===== config.mk =====
export PLATFORM = sky130hd
export DESIGN_NAME = ostr_serializer
export DESIGN_NICKNAME = d
export VERILOG_FILES = /design/src/rtl/ostr_pkg.sv /design/src/rtl/ostr_rst_sync.sv /design/src/rtl/ostr_stall_sync.sv /design/src/rtl/ostr_elem_buf.sv /design/src/rtl/ostr_seq_ctrl.sv /design/src/rtl/ostr_serializer.sv
export SDC_FILE = /design/constraint.sdc
export NUM_CORES = 1
export LEC_CHECK = 0
export BUFFER_PORTS_ARGS = -buffer_cell sky130_fd_sc_hd__clkbuf_2
export CAP_MARGIN = 30
export CORE_MARGIN = 4
export CORE_UTILIZATION = 45
export CTS_CLUSTER_DIAMETER = 40
export DETAILED_ROUTE_END_ITERATION = 8
export PLACE_DENSITY = 0.71
export SYNTH_ARGS = -nofsm -noshare
export SYNTH_HDL_FRONTEND = slang
export SYNTH_SLANG_ARGS = --single-unit

===== constraint.sdc =====
create_clock -name clk -period 6 [get_ports clk]
set_input_delay 0.3 -clock clk [delete_from_list [all_inputs] [get_ports clk]]
set_output_delay 0.3 -clock clk [all_outputs]
set_load 0.05 [all_outputs]

===== src/rtl/ostr_pkg.sv =====
package ostr_pkg;

  typedef enum logic [1:0] {
    ST_IDLE = 2'd0,
    ST_SEND = 2'd1,
    ST_FIN  = 2'd2
  } seq_state_e;

  function automatic int idx_width(input int n);
    return (n > 1) ? $clog2(n) : 1;
  endfunction

endpackage


===== src/rtl/ostr_rst_sync.sv =====
module ostr_rst_sync (
  input  logic clk,
  input  logic rst_n,
  output logic rst_n_sync_o
);

  logic meta_q;
  logic sync_q;

  always_ff @(posedge clk or negedge rst_n) begin
    if (!rst_n) begin
      meta_q <= 1'b0;
      sync_q <= 1'b0;
    end else begin
      meta_q <= 1'b1;
      sync_q <= meta_q;
    end
  end

  assign rst_n_sync_o = sync_q;

endmodule


===== src/rtl/ostr_stall_sync.sv =====
module ostr_stall_sync #(
  parameter int STALL_LAT = 1
) (
  input  logic clk,
  input  logic rst_n,
  input  logic stall_i,
  output logic stall_o
);

  generate
    if (STALL_LAT <= 1) begin : g_one
      logic stg_q;
      always_ff @(posedge clk or negedge rst_n) begin
        if (!rst_n) stg_q <= 1'b0;
        else        stg_q <= stall_i;
      end
      assign stall_o = stg_q;

      AST_STALL_RISE: assert property (@(posedge clk) disable iff (!rst_n)
        stall_i |=> stall_o);
      AST_STALL_FALL: assert property (@(posedge clk) disable iff (!rst_n)
        !stall_i |=> !stall_o);
    end else begin : g_two
      logic stg0_q;
      logic stg1_q;
      always_ff @(posedge clk or negedge rst_n) begin
        if (!rst_n) begin
          stg0_q <= 1'b0;
          stg1_q <= 1'b0;
        end else begin
          stg0_q <= stall_i;
          stg1_q <= stg0_q;
        end
      end
      assign stall_o = stg1_q;
    end
  endgenerate

endmodule


===== src/rtl/ostr_elem_buf.sv =====
module ostr_elem_buf #(
  parameter  int NUM_ELEM = 4,
  parameter  int DATA_W   = 16,
  localparam int IDX_W    = ostr_pkg::idx_width(NUM_ELEM),
  localparam int VEC_W    = NUM_ELEM * DATA_W
) (
  input  logic              clk,
  input  logic              rst_n,
  input  logic              load_i,
  input  logic [VEC_W-1:0]  data_i,
  input  logic [IDX_W-1:0]  sel_i,
  output logic [DATA_W-1:0] data_o
);

  logic [DATA_W-1:0] elem_q [NUM_ELEM];

  generate
    for (genvar g = 0; g < NUM_ELEM; g++) begin : g_elem
      logic [DATA_W-1:0] elem_d;
      assign elem_d = data_i[g*DATA_W +: DATA_W];

      always_ff @(posedge clk or negedge rst_n) begin
        if (!rst_n)      elem_q[g] <= '0;
        else if (load_i) elem_q[g] <= elem_d;
      end
    end
  endgenerate

  always_comb begin
    data_o = elem_q[0];
    for (int i = 0; i < NUM_ELEM; i++) begin
      if (sel_i == IDX_W'(i)) data_o = elem_q[i];
    end
  end

endmodule


===== src/rtl/ostr_seq_ctrl.sv =====
module ostr_seq_ctrl #(
  parameter  int NUM_ELEM = 4,
  parameter  int ADDR_W   = 12,
  localparam int IDX_W    = ostr_pkg::idx_width(NUM_ELEM),
  localparam logic [IDX_W-1:0] IDX_LAST = IDX_W'(NUM_ELEM - 1)
) (
  input  logic              clk,
  input  logic              rst_n,
  input  logic              load_i,
  input  logic [ADDR_W-1:0] base_i,
  input  logic              last_i,
  input  logic              pop_i,
  output logic              active_o,
  output logic              last_elem_o,
  output logic [IDX_W-1:0]  idx_o,
  output logic [ADDR_W-1:0] addr_o,
  output logic              can_load_o,
  output logic              done_o
);

  import ostr_pkg::*;

  seq_state_e        state_q, state_d;
  logic [IDX_W-1:0]  idx_q, idx_d;
  logic              idx_en;
  logic [ADDR_W-1:0] base_q;
  logic              final_set_q;
  logic              set_en;
  logic              fire;
  logic              last_elem;

  assign last_elem = (idx_q == IDX_LAST);
  assign fire      = (state_q == ST_SEND) && pop_i;

  always_comb begin
    state_d = state_q;
    idx_d   = idx_q;
    idx_en  = 1'b0;
    set_en  = 1'b0;
    if (load_i) begin
      state_d = ST_SEND;
      idx_d   = '0;
      idx_en  = 1'b1;
      set_en  = 1'b1;
    end else if (fire) begin
      if (last_elem) begin
        state_d = final_set_q ? ST_FIN : ST_IDLE;
      end else begin
        idx_d  = idx_q + 1'b1;
        idx_en = 1'b1;
      end
    end
  end

  always_ff @(posedge clk or negedge rst_n) begin
    if (!rst_n) state_q <= ST_IDLE;
    else        state_q <= state_d;
  end

  always_ff @(posedge clk or negedge rst_n) begin
    if (!rst_n)      idx_q <= '0;
    else if (idx_en) idx_q <= idx_d;
  end

  always_ff @(posedge clk or negedge rst_n) begin
    if (!rst_n) begin
      base_q      <= '0;
      final_set_q <= 1'b0;
    end else if (set_en) begin
      base_q      <= base_i;
      final_set_q <= last_i;
    end
  end

  assign active_o    = (state_q == ST_SEND);
  assign last_elem_o = last_elem;
  assign idx_o       = idx_q;
  assign addr_o      = base_q + ADDR_W'(idx_q);
  assign done_o      = (state_q == ST_FIN);
  assign can_load_o  = !final_set_q &&
                       ((state_q == ST_IDLE) || (fire && last_elem));

  AST_LOAD_ONLY_FREE: assert property (@(posedge clk) disable iff (!rst_n)
    load_i |-> can_load_o);
  AST_DONE_STICKY: assert property (@(posedge clk) disable iff (!rst_n)
    done_o |=> done_o);
  AST_DONE_CAUSE: assert property (@(posedge clk) disable iff (!rst_n)
    $rose(done_o) |-> $past(fire && last_elem && final_set_q));
  AST_NO_SET_AFTER_FINAL: assert property (@(posedge clk) disable iff (!rst_n)
    final_set_q |=> final_set_q);

endmodule


===== src/rtl/ostr_serializer.sv =====
module ostr_serializer #(
  parameter  int NUM_ELEM  = 4,
  parameter  int DATA_W    = 16,
  parameter  int ADDR_W    = 12,
  parameter  int STALL_LAT = 1,
  localparam int IDX_W     = ostr_pkg::idx_width(NUM_ELEM),
  localparam int VEC_W     = NUM_ELEM * DATA_W
) (
  input  logic              clk,
  input  logic              rst_n,
  input  logic              set_valid_i,
  input  logic [VEC_W-1:0]  set_data_i,
  input  logic [ADDR_W-1:0] set_base_i,
  input  logic              set_last_i,
  input  logic              ext_stall_i,
  output logic              dp_stall_o,
  output logic              out_valid_o,
  output logic [DATA_W-1:0] out_data_o,
  output logic [ADDR_W-1:0] out_addr_o,
  input  logic              out_pop_i,
  output logic              done_o
);

  logic             rst_n_s;
  logic             stall_eff;
  logic             can_load;
  logic             load;
  logic             active;
  logic             last_elem;
  logic [IDX_W-1:0] idx;

  ostr_rst_sync u_rst_sync (
    .clk          (clk),
    .rst_n        (rst_n),
    .rst_n_sync_o (rst_n_s)
  );

  ostr_stall_sync #(
    .STALL_LAT (STALL_LAT)
  ) u_stall_sync (
    .clk     (clk),
    .rst_n   (rst_n_s),
    .stall_i (ext_stall_i),
    .stall_o (stall_eff)
  );

  assign dp_stall_o = !can_load || stall_eff;
  assign load       = set_valid_i && !dp_stall_o;

  ostr_seq_ctrl #(
    .NUM_ELEM (NUM_ELEM),
    .ADDR_W   (ADDR_W)
  ) u_seq_ctrl (
    .clk         (clk),
    .rst_n       (rst_n_s),
    .load_i      (load),
    .base_i      (set_base_i),
    .last_i      (set_last_i),
    .pop_i       (out_pop_i),
    .active_o    (active),
    .last_elem_o (last_elem),
    .idx_o       (idx),
    .addr_o      (out_addr_o),
    .can_load_o  (can_load),
    .done_o      (done_o)
  );

  ostr_elem_buf #(
    .NUM_ELEM (NUM_ELEM),
    .DATA_W   (DATA_W)
  ) u_elem_buf (
    .clk    (clk),
    .rst_n  (rst_n_s),
    .load_i (load),
    .data_i (set_data_i),
    .sel_i  (idx),
    .data_o (out_data_o)
  );

  assign out_valid_o = active;

  AST_HOLD_ELEM: assert property (@(posedge clk) disable iff (!rst_n_s)
    out_valid_o && !out_pop_i |=> out_valid_o && $stable(out_data_o) && $stable(out_addr_o));
  AST_ADDR_STEP: assert property (@(posedge clk) disable iff (!rst_n_s)
    out_valid_o && out_pop_i && !last_elem |=> out_valid_o && (out_addr_o == $past(out_addr_o) + 1'b1));
  AST_NO_BUBBLE: assert property (@(posedge clk) disable iff (!rst_n_s)
    out_valid_o && out_pop_i && set_valid_i && !dp_stall_o |=> out_valid_o && (idx == '0));
  AST_BUSY_STALL: assert property (@(posedge clk) disable iff (!rst_n_s)
    out_valid_o && !last_elem |-> dp_stall_o);
  AST_FINAL_STALL: assert property (@(posedge clk) disable iff (!rst_n_s)
    done_o |-> dp_stall_o && !out_valid_o);

endmodule


# Yosys cells after proc, flatten, opt, wreduce, memory -nomap -nowiden
# Cells that the tools add are included.
# W data, S select, Z words.
# totals
register_bits	84
in_bits	82
# classes
addsub	2
n_eq_ne	6
mux	14
n_reduce_logical	14
# ops
operator	n
$mux W16	3
$mux W2	7
$add A12 B2 Y12	1
$eq A2 B2 Y1 const B	3
$eq A2 B1 Y1 const B	2
$logic_and A1 B1 Y1	4
$mux W1	4
$reduce_bool A2 Y1	2
$logic_not A1 Y1	3
$reduce_and A3 Y1	1
$add A2 B1 Y2 const B	1
$logic_not A2 Y1	1
$logic_or A1 B1 Y1	2
$ne A2 B2 Y1 const B	1
$reduce_and A2 Y1	1

# Depth between registers and ports, before layout
# Gate-level depths: netlist of run 1.
# logic_depth
word_depth	11
ltp_mapped	7
depth_no_buf	5

# Modules after synthesis
# From an unflattened synthesis of run 1, not the netlist that was laid out.
# unflattened
hier_cells	242
area_unflattened_um2	3796.1
# by_module_without_submodules
mod	n_inst	cells_per_inst	area_each_um2	seq_area_each_um2
ostr_elem_buf	1	155	2781.4	1601.5
ostr_seq_ctrl	1	81	920.9	425.4
ostr_rst_sync	1	3	53.8	50.0
ostr_stall_sync	1	1	25.0	25.0
ostr_serializer	1	2	15.0	0.0

# Least setup slack after synthesis of run 1
# OpenSTA, ideal clock, no wires.
# synth_timing
path_type	reg-to-output
from	register u_seq_ctrl.idx_q[1], in the netlist u_seq_ctrl.idx_o[1]
to	output port out_data_o[10]
arrival_ns	2.436
t_required_ns	5.700
path_slack_ns	3.264
path_stages_with_launch	8
n_path_buf	2
path_cell_list	dfrtp_1 > inv_1 > ha_1 > clkbuf_1 > buf_2 > mux2_2 > mux2i_1 > o21ai_0
# synth_via
elab_chain_cells	4
word_cells_on_any_way	6
cone_classes	eq/ne (3); mux (3)
# synth_lines
element	line	rtl
start: declaration	ostr_seq_ctrl.sv:24	logic [IDX_W-1:0] idx_q, idx_d;
start signal: assignment	ostr_seq_ctrl.sv:62	else if (idx_en) idx_q <= idx_d;
$eq A2 B1 Y1	ostr_elem_buf.sv:32	if (sel_i == IDX_W'(i)) data_o = elem_q[i];
$mux W16 (2 in series)	ostr_elem_buf.sv:32	
$mux W16 *	ostr_elem_buf.sv:32	
end: declaration	ostr_serializer.sv:18	output logic [DATA_W-1:0] out_data_o,
# Every way passes the cells marked *; elsewhere a longest branch is shown, timed or not.

# Worst setup path in the final report of run 1
# layout_timing
from	register u_seq_ctrl.idx_q[1], in the netlist u_seq_ctrl.idx_o[1]
to	output port out_data_o[0]
# The elaborated chain is that of the path after synthesis.

==> results of run 1 <==
[power by group through the flow]
stage,clock network (mW),registers (mW),logic [mW]
after CTS,0.447,1.02,1.63
after detailed placement,0,1.04,1.63
final,0.431,1.02,1.61
after global placement,0,1.03,1.58
after global routing,0.473,1.06,1.72
after floorplan,0,0.981,1.32
[stage by stage]
stage	hold slack, ns	instances	util, %	instance area (µm²)
finish	0.06595	519	55.71	4835
global route	0.03425	519	55.71	4835
CTS	0.04484	519	55.71	4835
detailed placement	0.08890	502	53.17	4614
global placement	0.08698	500	52.68	4572
floorplan	0.004409	294	-	3980
[layout by cell type (no fill, tap or decap), types with 3 or more instances in the layout]
cell type / synthesis / layout
xor2_1: 6 / 6
clkbuf_2: 0 / 112
inv_1: 3 / 3
buf_4: 1 / 3
o21ai_0: 17 / 17
nand2b_1: 3 / 3
nor2_1: 3 / 3
nand3_1: 4 / 4
xnor2_1: 5 / 5
mux2i_1: 16 / 16
clkbuf_8: 0 / 9
dfrtp_1: 84 / 83
nand2_1: 19 / 19
mux2_2: 92 / 92
ha_1: 5 / 5
clkbuf_1: 6 / 3
[cell usage after synthesis (2+ instances only)]
library cell and number:
buf_2 2, ha_1 5, nand4_1 2, o21ai_0 17
nand3_1 4, buf_6 8, xor2_1 6, clkbuf_1 6
nor4b_1 2, nor2_1 3, nand2b_1 3, nand2_1 19
mux2_2 92, xnor2_1 5, nor3_1 2, inv_1 3
dfrtp_1 84, mux2i_1 16, nor2b_1 2
[path summary, 6_finish.rpt]
path                                    startpoint                     to
max reg2reg                    u_seq_ctrl.idx_o[1]  u_elem_buf.elem_q[39]
max in group asynchronous  u_rst_sync.rst_n_sync_o  u_elem_buf.elem_q[48]
min in group asynchronous  u_rst_sync.rst_n_sync_o  u_elem_buf.elem_q[21]
max                            u_seq_ctrl.idx_o[1]          out_data_o[0]
min                                    ext_stall_i   u_stall_sync.stall_o
min reg2reg                u_rst_sync.rst_n_sync_o  u_elem_buf.elem_q[21]
[cell families after synthesis]
kind of cell / after synthesis / synth area share, %
DFF: 84 / 52.81
adders and majority gates: 6 / 2.075
other: 1 / 0.09422
AOI/OAI and AO/OA: 22 / 3.175
muxes: 108 / 30.05
buffers and inverters: 20 / 3.552
xor gates and xnor gates: 11 / 2.421
and+or+nand+nor: 42 / 5.816
[critical path, delay by kind of cell, from the launching register on]
kind / cells / cell delay [ns]
AO/OA/AOI/OAI: 1 / 0.11
adder cells (fa/ha/maj): 1 / 0.69
buffers and inverters: 2 / 0.33
flip-flops: 1 / 0.47
multiplexers: 2 / 0.59
[metal layers]
layer | up-vias | global-route usage, %
met5 | - | 0
met3 | 7 | 6.348
met1 | 1282 | 19.79
li1 | 1258 | -
met4 | 0 | 3.935
met2 | 81 | 26.09
[area by class of cell]
type	instances	share of cell area, %
Inverter	3	0.2329
Clock buffer	12	2.795
Timing Repair Buffer	118	13.15
Multi-Input combinational cell	190	35.92
Tap cell	108	2.795
Clock inverter	4	1.553
Sequential cell	84	43.56
[sequential cells by signal (all words and copies together) (netlist names)]
| name | count |
|---|---|
| u_seq_ctrl.base_q | 12 |
| u_rst_sync.meta_q | 1 |
| u_seq_ctrl.state_q | 2 |
| u_rst_sync.rst_n_sync_o | 1 |
| u_seq_ctrl.final_set_q | 1 |
| u_stall_sync.stall_o | 1 |
| u_seq_ctrl.idx_o | 2 |
| u_elem_buf.elem_q | 64 |
==> metrics.txt, run 1 <==
CP startpoint kind flip-flop; Leakage 2.235 nW; Hold Path Class in -> reg; Yosys top cell by area dfrtp_1; status finished clean; top cell type's share of synthesized area 52.81%; Synth area leaders dfrtp_1 53%, mux2_2 26%, mux2i_1 4.0%; Worst Hold Depth 1; final setup skew 0.008328 ns; post-DR vias/cell 5.064; Root Driver clkbuf_8; Core Footprint 0.008678 mm²; Clock Power Share 14.1%; final setup margin 3.160 ns; Net Sw Frac 46.18%; die outline width 102.0 µm; vias in the first global route 2823; critical path class reg -> out; Filler Cell Count 761; worst-case clock buffer depth 2; Worst EP arrival 2.54 ns; Seq/Total Area, Yosys 52.81%; number of synthesized flops with an enable pin 0; drt first-iter violations 39; internal power 1.646 mW; post-DP HPWL 5.819 mm; unrepaired setup endpoints after global routing no; Layout area overhead 21.47%; pin count of the biggest net entering global routing 66; Avg Cell Area, Syn 13.54 µm²; fin. max-slew vios 0; Final ANT Viol Nets 0; synth unique cells 32; WL met3 650 µm; synthesized flop and latch total 84; Least-Margin Pin Slew 0.8281 ns; # Max-Cap Violations 0; routability congestion estimate 0.8115; Synth warnings 0; vias 2628; Req. time, crit path 5.70 ns; final setup fails 0; initial core utilization 45.86%; worst-path cell chain inv_1 -> ha_1 -> mux2_2 -> mux2i_1 -> o21ai_0 -> clkbuf_2; Seq pwr share 33.4%; R2R Setup Slk 3.77 ns; CP peak stage delay 0.69 ns; die area 0.01041 mm²; r2r worst-path depth 5; CTS tree done; Die H 102.0 µm; Comb pwr share 52.5%; prevailing post-synth register cell dfrtp_1; routed length on met2 3.775 mm; PD cells 632.8 mW/mm²; Port Buffer Count 112; Slew headroom 44.79%; Setup WS pre-CTS 3.447 ns; drt first pass iters 4; Multi-input gate area 0.001737 mm²; Worst path slowest cell ha_1; worst-path fanout max 16; Final period util 47.33%; Top-Level Pins 113; DRT Wirelength 7.877 mm; Synth async-reset ratio 100.0%; postcts setup bufs 0; met1 WL 3.382 mm; Crit. End Element primary output; CTS HTree Levels 3; drt drc 0; post-layout minimum cycle time 2.840 ns; global-route wire length before repair 12.97 mm; synthesized area 0.003980 mm²; Final Hold Viols 0; Max Used Layer met4; Sw Pwr 1.413 mW; grt total ovfl 0; cts hold-fix bufs 1; Peak VDD IR 0.0004178 V; initial antenna violation count 0; CTS Buf Count 9; cts repair resizes 0; n_diodes 0; FMAX 0.3521 GHz; worst skew pair latency 0.34 ns; Total Power 3.059 mW; CTS sink cnt 84; Setup TNS Final 0 ns; wire length per cell 15.18 µm; gr usage total 15.91%; Core Rows 34; Syn Inst Count 294; ratio of cells with drive above 1 in the final layout 54.99%; Reg clk slew, reported paths 0.08 ns; Nets 494; register area 0.002106 mm²; post-synthesis net count 382
No activity file was read; power rests on OpenSTA's default activity.
==> run 2: changes to the inputs <==
--- a/config.mk
+++ b/config.mk
@@ -5,13 +5,14 @@
 export SDC_FILE = /design/constraint.sdc
 export NUM_CORES = 1
 export LEC_CHECK = 0
+export ABC_AREA = 1
 export BUFFER_PORTS_ARGS = -buffer_cell sky130_fd_sc_hd__clkbuf_2
 export CAP_MARGIN = 30
 export CORE_MARGIN = 4
 export CORE_UTILIZATION = 45
 export CTS_CLUSTER_DIAMETER = 40
 export DETAILED_ROUTE_END_ITERATION = 8
-export PLACE_DENSITY = 0.71
+export PLACE_DENSITY = 0.73
 export SYNTH_ARGS = -nofsm -noshare
 export SYNTH_HDL_FRONTEND = slang
 export SYNTH_SLANG_ARGS = --single-unit
==> constraint.sdc (replaced) <==
create_clock -name clk -period 2.6 [get_ports clk]
set_input_delay 0.13 -clock clk [delete_from_list [all_inputs] [get_ports clk]]
set_output_delay 0.13 -clock clk [all_outputs]
set_load 0.05 [all_outputs]
==> metrics.txt, run 2 <==
post-synthesis net count 597; Layout area overhead 40.31%; CTS sink cnt 84; top cell type's share of synthesized area 52.75%; Clock Power Share 39.7%; Net Sw Frac 20.80%; global-route wire length before repair 18.19 mm; gr usage total 22.31%; prevailing post-synth register cell dfrtp_1; Reg clk slew, reported paths 0.08 ns; Final ANT Viol Nets 0; Die H 102.1 µm; Top-Level Pins 113; Seq pwr share 53.4%; pin count of the biggest net entering global routing 80; CTS Buf Count 9; Final period util 91.82%; CP peak stage delay 0.45 ns; CTS tree done; worst-case clock buffer depth 2; status finished clean; Syn Inst Count 509; commonest cells after routing, fill and taps aside 268 x nand2_1, 112 x clkbuf_2, 83 x dfrtp_1; critical path class reg -> out; internal power 1.960 mW; Inst Count DP 710; drt first-iter violations 146; r2r worst-path depth 8; initial antenna violation count 0; Worst EP arrival 2.26 ns; R2R Setup Slk 0.62 ns; Sw Pwr 0.5148 mW; Leakage 3.066 nW; Worst path slowest cell dfrtp_1; Total Power 2.475 mW; Seq/Total Area, Yosys 52.75%; Filler Cell Count 739; Min-Delay Endpoint u_elem_buf.elem_q[16]; CP dominant cell by count inv_1; Hold Path Class in -> reg; Port Buffer Count 112; placed cell area 0.004622 mm²; synthesized area 0.003985 mm²; Synth async-reset ratio 100.0%; die area 0.01043 mm²; Non-Filler Instances 801; Comb pwr share 6.8%; n_diodes 0; Final Util 64.43%; worst skew pair latency 0.34 ns; Core Footprint 0.008678 mm²; final setup margin 0.2126 ns; Setup TNS Final 0 ns; most numerous cell in the Yosys netlist nand2_1; most instantiated cells after synthesis 268 x nand2_1, 84 x dfrtp_1, 33 x a21oi_1; Worst Hold Depth 3; Largest Register u_elem_buf.elem_q; post-layout minimum cycle time 2.387 ns; Worst R2R End u_seq_ctrl.state_q[1]; worst-path fanout max 16; postcts setup bufs 0; Crit. End Element primary output; Req. time, crit path 2.47 ns; initial core utilization 45.92%; # Max-Cap Violations 0; DRT Wirelength 11.03 mm; post-DP HPWL 7.183 mm; Setup WS pre-CTS 0.5132 ns; Synth area leaders dfrtp_1 53%, nand2_1 25%, a21oi_1 4.1%; final setup fails 0; post-DR vias/cell 4.835; commonest non-fill, non-tap cell in the layout nand2_1; Reg2Reg Launch Point u_seq_ctrl.idx_o[1]; PD cells 442.6 mW/mm²; FMAX 0.4189 GHz; CTS HTree Levels 3; drt first pass iters 5; final setup skew 0.008223 ns; vias 3873; Largest regs u_elem_buf.elem_q x64, u_seq_ctrl.base_q x12; vias in the first global route 3921; die outline width 102.1 µm; Final Hold Viols 0; Core Rows 34; grt total ovfl 0; Slew headroom 48.06%; Avg Cell Area, Syn 7.829 µm²; Peak VDD IR 0.0002776 V; Nets 777; synthesized flop and latch total 84; CP startpoint kind flip-flop; Synth warnings 0; number of synthesized flops with an enable pin 0; hold_sp set_data_i[32]; Largest register FFs 64; wire length per cell 13.77 µm; design area 0.005592 mm²; drt drc 0; unrepaired setup endpoints after global routing no; routability congestion estimate 0.9142; Root Driver clkbuf_8; fin. max-slew vios 0; ratio of cells with drive above 1 in the final layout 19.91%; Least-Margin Pin Slew 0.7790 ns; worst-path cell chain inv_1 -> ha_1 -> inv_1 -> o211ai_1 -> a21oi_1 -> clkbuf_2; synth unique cells 24; Yosys top cell by area dfrtp_1; Hold Slack 0.008439 ns
==> run 2: changes by cell type in the layout (fill, tap and decap cells not counted), sizes merged, moves of 16 or more <==
cell         previous run  this run
a21oi                   1        33
o211ai                  0        16
o21ai                  17         1
mux2                   92         0
inv                     3        29
nand2                  19       269
nor2                    3        25
dlygate4sd3             1        76
mux2i                  16         0
==> run 2: area by class of cell <==
class	instances	area [µm²]	share of cell area, %
Sequential cell	84	2106	37.66
Multi-Input combinational cell	370	1638	29.29
Timing Repair Buffer	194	1391	24.88
Tap cell	108	135.1	2.417
Clock buffer	10	127.6	2.282
Inverter	30	116.4	2.081
Clock inverter	5	77.57	1.387
==> run 2: cells by family (layout without fill, tap and decap cells) <==
logic type,Yosys count,count (layout),synth area share (%)
other,1,1,0.09410
DFF,84,84,52.75
and+or+nand+nor,302,302,29.26
adders and majority gates,6,6,2.072
xor gates and xnor gates,10,10,2.198
AOI/OAI and AO/OA,51,51,7.473
buffers and inverters,55,239,6.153
==> run 2: metal layers <==
layer,global-route usage [%],routed length (µm)
met4,7.972,240
met3,4.710,709
met2,37.13,5522
met1,28.91,4556
met5,0,0
==> run 2: repair_timing <==
| action | in CTS | in global routing |
|---|---|---|
| hold endpoints to repair | 76 | 1 |
| hold buffers | 75 | 1 |
| gates resized for setup | 0 | 1 |
| endpoints found under the setup margin | 0 | 15 |
==> run 2: worst max-delay path by stage <==
stage	start	to	cells past startpoint
after floorplan	u_rst_sync.rst_n_sync_o	u_elem_buf.elem_q[0]	0
after global placement	u_seq_ctrl.idx_o[1]	out_data_o[3]	6
after detailed placement	u_seq_ctrl.idx_o[1]	out_data_o[10]	6
after CTS	u_seq_ctrl.idx_o[1]	out_data_o[10]	6
after global routing	u_seq_ctrl.idx_o[0]	out_data_o[3]	6
final	u_seq_ctrl.idx_o[0]	out_data_o[3]	6
==> run 2: power groups by stage <==
stage | Sequential (mW) | Clock [mW] | Combinational, mW
after floorplan | 1.35 | 0 | 0.000164
after global placement | 1.35 | 0 | 0.0780
after detailed placement | 1.35 | 0 | 0.0781
after CTS | 1.32 | 1.00 | 0.166
after global routing | 1.33 | 1.07 | 0.186
final | 1.32 | 0.984 | 0.169
==> run 2: critical path, delay by kind of cell (launching register included) <==
family | cells | cell delay [ns]
buffers and inverters | 3 | 0.78
adder cells (fa/ha/maj) | 1 | 0.23
flip-flops | 1 | 0.45
AO/OA/AOI/OAI | 2 | 0.44
==> run 3: changes to the inputs <==
--- a/config.mk
+++ b/config.mk
@@ -9,10 +9,10 @@
 export BUFFER_PORTS_ARGS = -buffer_cell sky130_fd_sc_hd__clkbuf_2
 export CAP_MARGIN = 30
 export CORE_MARGIN = 4
-export CORE_UTILIZATION = 45
+export CORE_UTILIZATION = 47
 export CTS_CLUSTER_DIAMETER = 40
 export DETAILED_ROUTE_END_ITERATION = 8
-export PLACE_DENSITY = 0.73
+export PLACE_DENSITY = 0.76
 export SYNTH_ARGS = -nofsm -noshare
 export SYNTH_HDL_FRONTEND = slang
 export SYNTH_SLANG_ARGS = --single-unit
==> metrics.txt, run 3 (same netlist as run 2, synthesis figures left out) <==
status finished clean; Nets 774; vias 3912; Final period util 92.08%; pin count of the biggest net entering global routing 80; commonest cells after routing, fill and taps aside 268 x nand2_1, 112 x clkbuf_2, 83 x dfrtp_1; Sw Pwr 0.5272 mW; critical path class reg -> out; initial core utilization 48.50%; CP peak stage delay 0.46 ns; Largest register FFs 64; internal power 2.064 mW; post-DR vias/cell 4.915; Clock Power Share 42.6%; Peak VDD IR 0.0002925 V; post-layout minimum cycle time 2.394 ns; die area 0.01002 mm²; Multi-input gate area 0.001638 mm²; Total Power 2.592 mW; drt first-iter violations 227; commonest non-fill, non-tap cell in the layout nand2_1; register area 0.002106 mm²; Core Footprint 0.008217 mm²; Slew headroom 47.68%; routability congestion estimate 0.8952; Layout area overhead 40.31%; Filler Cell Count 686; vias in the first global route 3929; Worst R2R End u_elem_buf.elem_q[56]; initial antenna violation count 0; crit path launch u_seq_ctrl.idx_o[0]; Comb pwr share 6.5%; fin. max-slew vios 0; postcts setup bufs 0; Min-Delay Endpoint u_elem_buf.elem_q[53]; ratio of cells with drive above 1 in the final layout 20.12%; final setup skew 0.008160 ns; drt first pass iters 5; Reg clk slew, reported paths 0.08 ns; Largest regs u_elem_buf.elem_q x64, u_seq_ctrl.base_q x12; Final ANT Viol Nets 0; Inst Count DP 707; global-route wire length before repair 18.26 mm; Least-Margin Pin Slew 0.7849 ns; grt total ovfl 0; Worst Hold Depth 3; gr usage total 23.15%; Req. time, crit path 2.47 ns; CP dominant cell by count inv_1; DRT Wirelength 11.06 mm; Leakage 3.068 nW; Top-Level Pins 113; post-DP HPWL 7.111 mm; Worst path slowest cell dfrtp_1; Hold Path Class in -> reg; Setup TNS Final 0 ns; PD cells 463.5 mW/mm²; Largest Register u_elem_buf.elem_q; # Max-Cap Violations 0; Final Hold Viols 0; Hold Slack 0.003723 ns; Core Rows 33; r2r worst-path depth 7; Die H 100.1 µm; CTS sink cnt 84; drt drc 0; worst-case clock buffer depth 2; worst-path cell chain inv_1 -> ha_1 -> inv_1 -> o211ai_1 -> a21oi_1 -> clkbuf_2; final setup fails 0; hold_sp set_data_i[5]; Net Sw Frac 20.34%; CTS tree done; R2R Setup Slk 0.59 ns; Root Driver clkbuf_8; Port Buffer Count 112; Seq pwr share 50.9%; Reg2Reg Launch Point u_seq_ctrl.idx_o[1]; Non-Filler Instances 796; n_diodes 0; unrepaired setup endpoints after global routing no; FMAX 0.4177 GHz; CTS HTree Levels 3; worst skew pair latency 0.35 ns; CTS Buf Count 9; Worst EP arrival 2.26 ns; Crit. End Element primary output; wire length per cell 13.89 µm; worst-path fanout max 16; die outline width 100.1 µm; CP startpoint kind flip-flop
==> run 3: cell types whose count changed in the layout (fill, tap and decap cells not counted), sizes merged <==
cell,before,now
bufinv,2,3
clkinv,2,1
dlygate4sd3,76,73
inv,29,30
==> run 3: worst max path at each step <==
stage                     depth (start not counted)                    to
after CTS                                         6         out_data_o[4]
after global placement                            6        out_data_o[14]
after floorplan                                   0  u_elem_buf.elem_q[0]
after detailed placement                          6   u_seq_ctrl.idx_o[0]
final                                             6         out_data_o[8]
after global routing                              6         out_data_o[6]
==> run 3: layer usage <==
metal	track usage [%]	part of all wire, %
met1	28.26	40
met2	40.02	51
met3	5.142	6.4
met4	9.016	3.3
met5	0	0
==> run 3: cell type report <==
cell class	count	area share, %
clock buffers	10	2.282
clock inverters	6	1.992
inverters	30	2.081
multi-input cells	370	29.29
flip-flops and latches	84	37.66
well taps	105	2.350
repair buffers	191	24.35
==> run 3: timing repair <==
action                                  in CTS  in global routing
gates resized for setup                      0                  1
endpoints found under the setup margin       0                  8
endpoints found under the hold margin       74                  0
hold buffers                                73                  0
==> run 3: through the flow <==
stage | util, % | cell area, µm² | worst slack [ns]
finish | 68.05 | 5592 | 0.2059
global route | 68.05 | 5592 | 0.03144
CTS | 68.01 | 5588 | 0.1338
detailed placement | 56.21 | 4618 | 0.5207
global placement | 55.96 | 4598 | 0.6450
floorplan | - | 3985 | 0.08720
==> run 3: power by group through the flow <==
stage / clock network, mW / logic [mW] / registers [mW]
4_1_cts: 1.13 / 0.167 / 1.32
2_1_floorplan: 0 / 0.000164 / 1.35
5_1_grt: 1.18 / 0.185 / 1.32
3_5_place_dp: 0 / 0.0814 / 1.35
6_report: 1.10 / 0.169 / 1.32
3_3_place_gp: 0 / 0.0661 / 1.36
==> run 3: worst max-delay path, delay by kind of cell (launching register included) <==
family,cells,cell delay (ns)
buffers and inverters,3,0.78
AOI/OAI and AO/OA,2,0.47
DFF,1,0.46
adders and majority gates,1,0.21
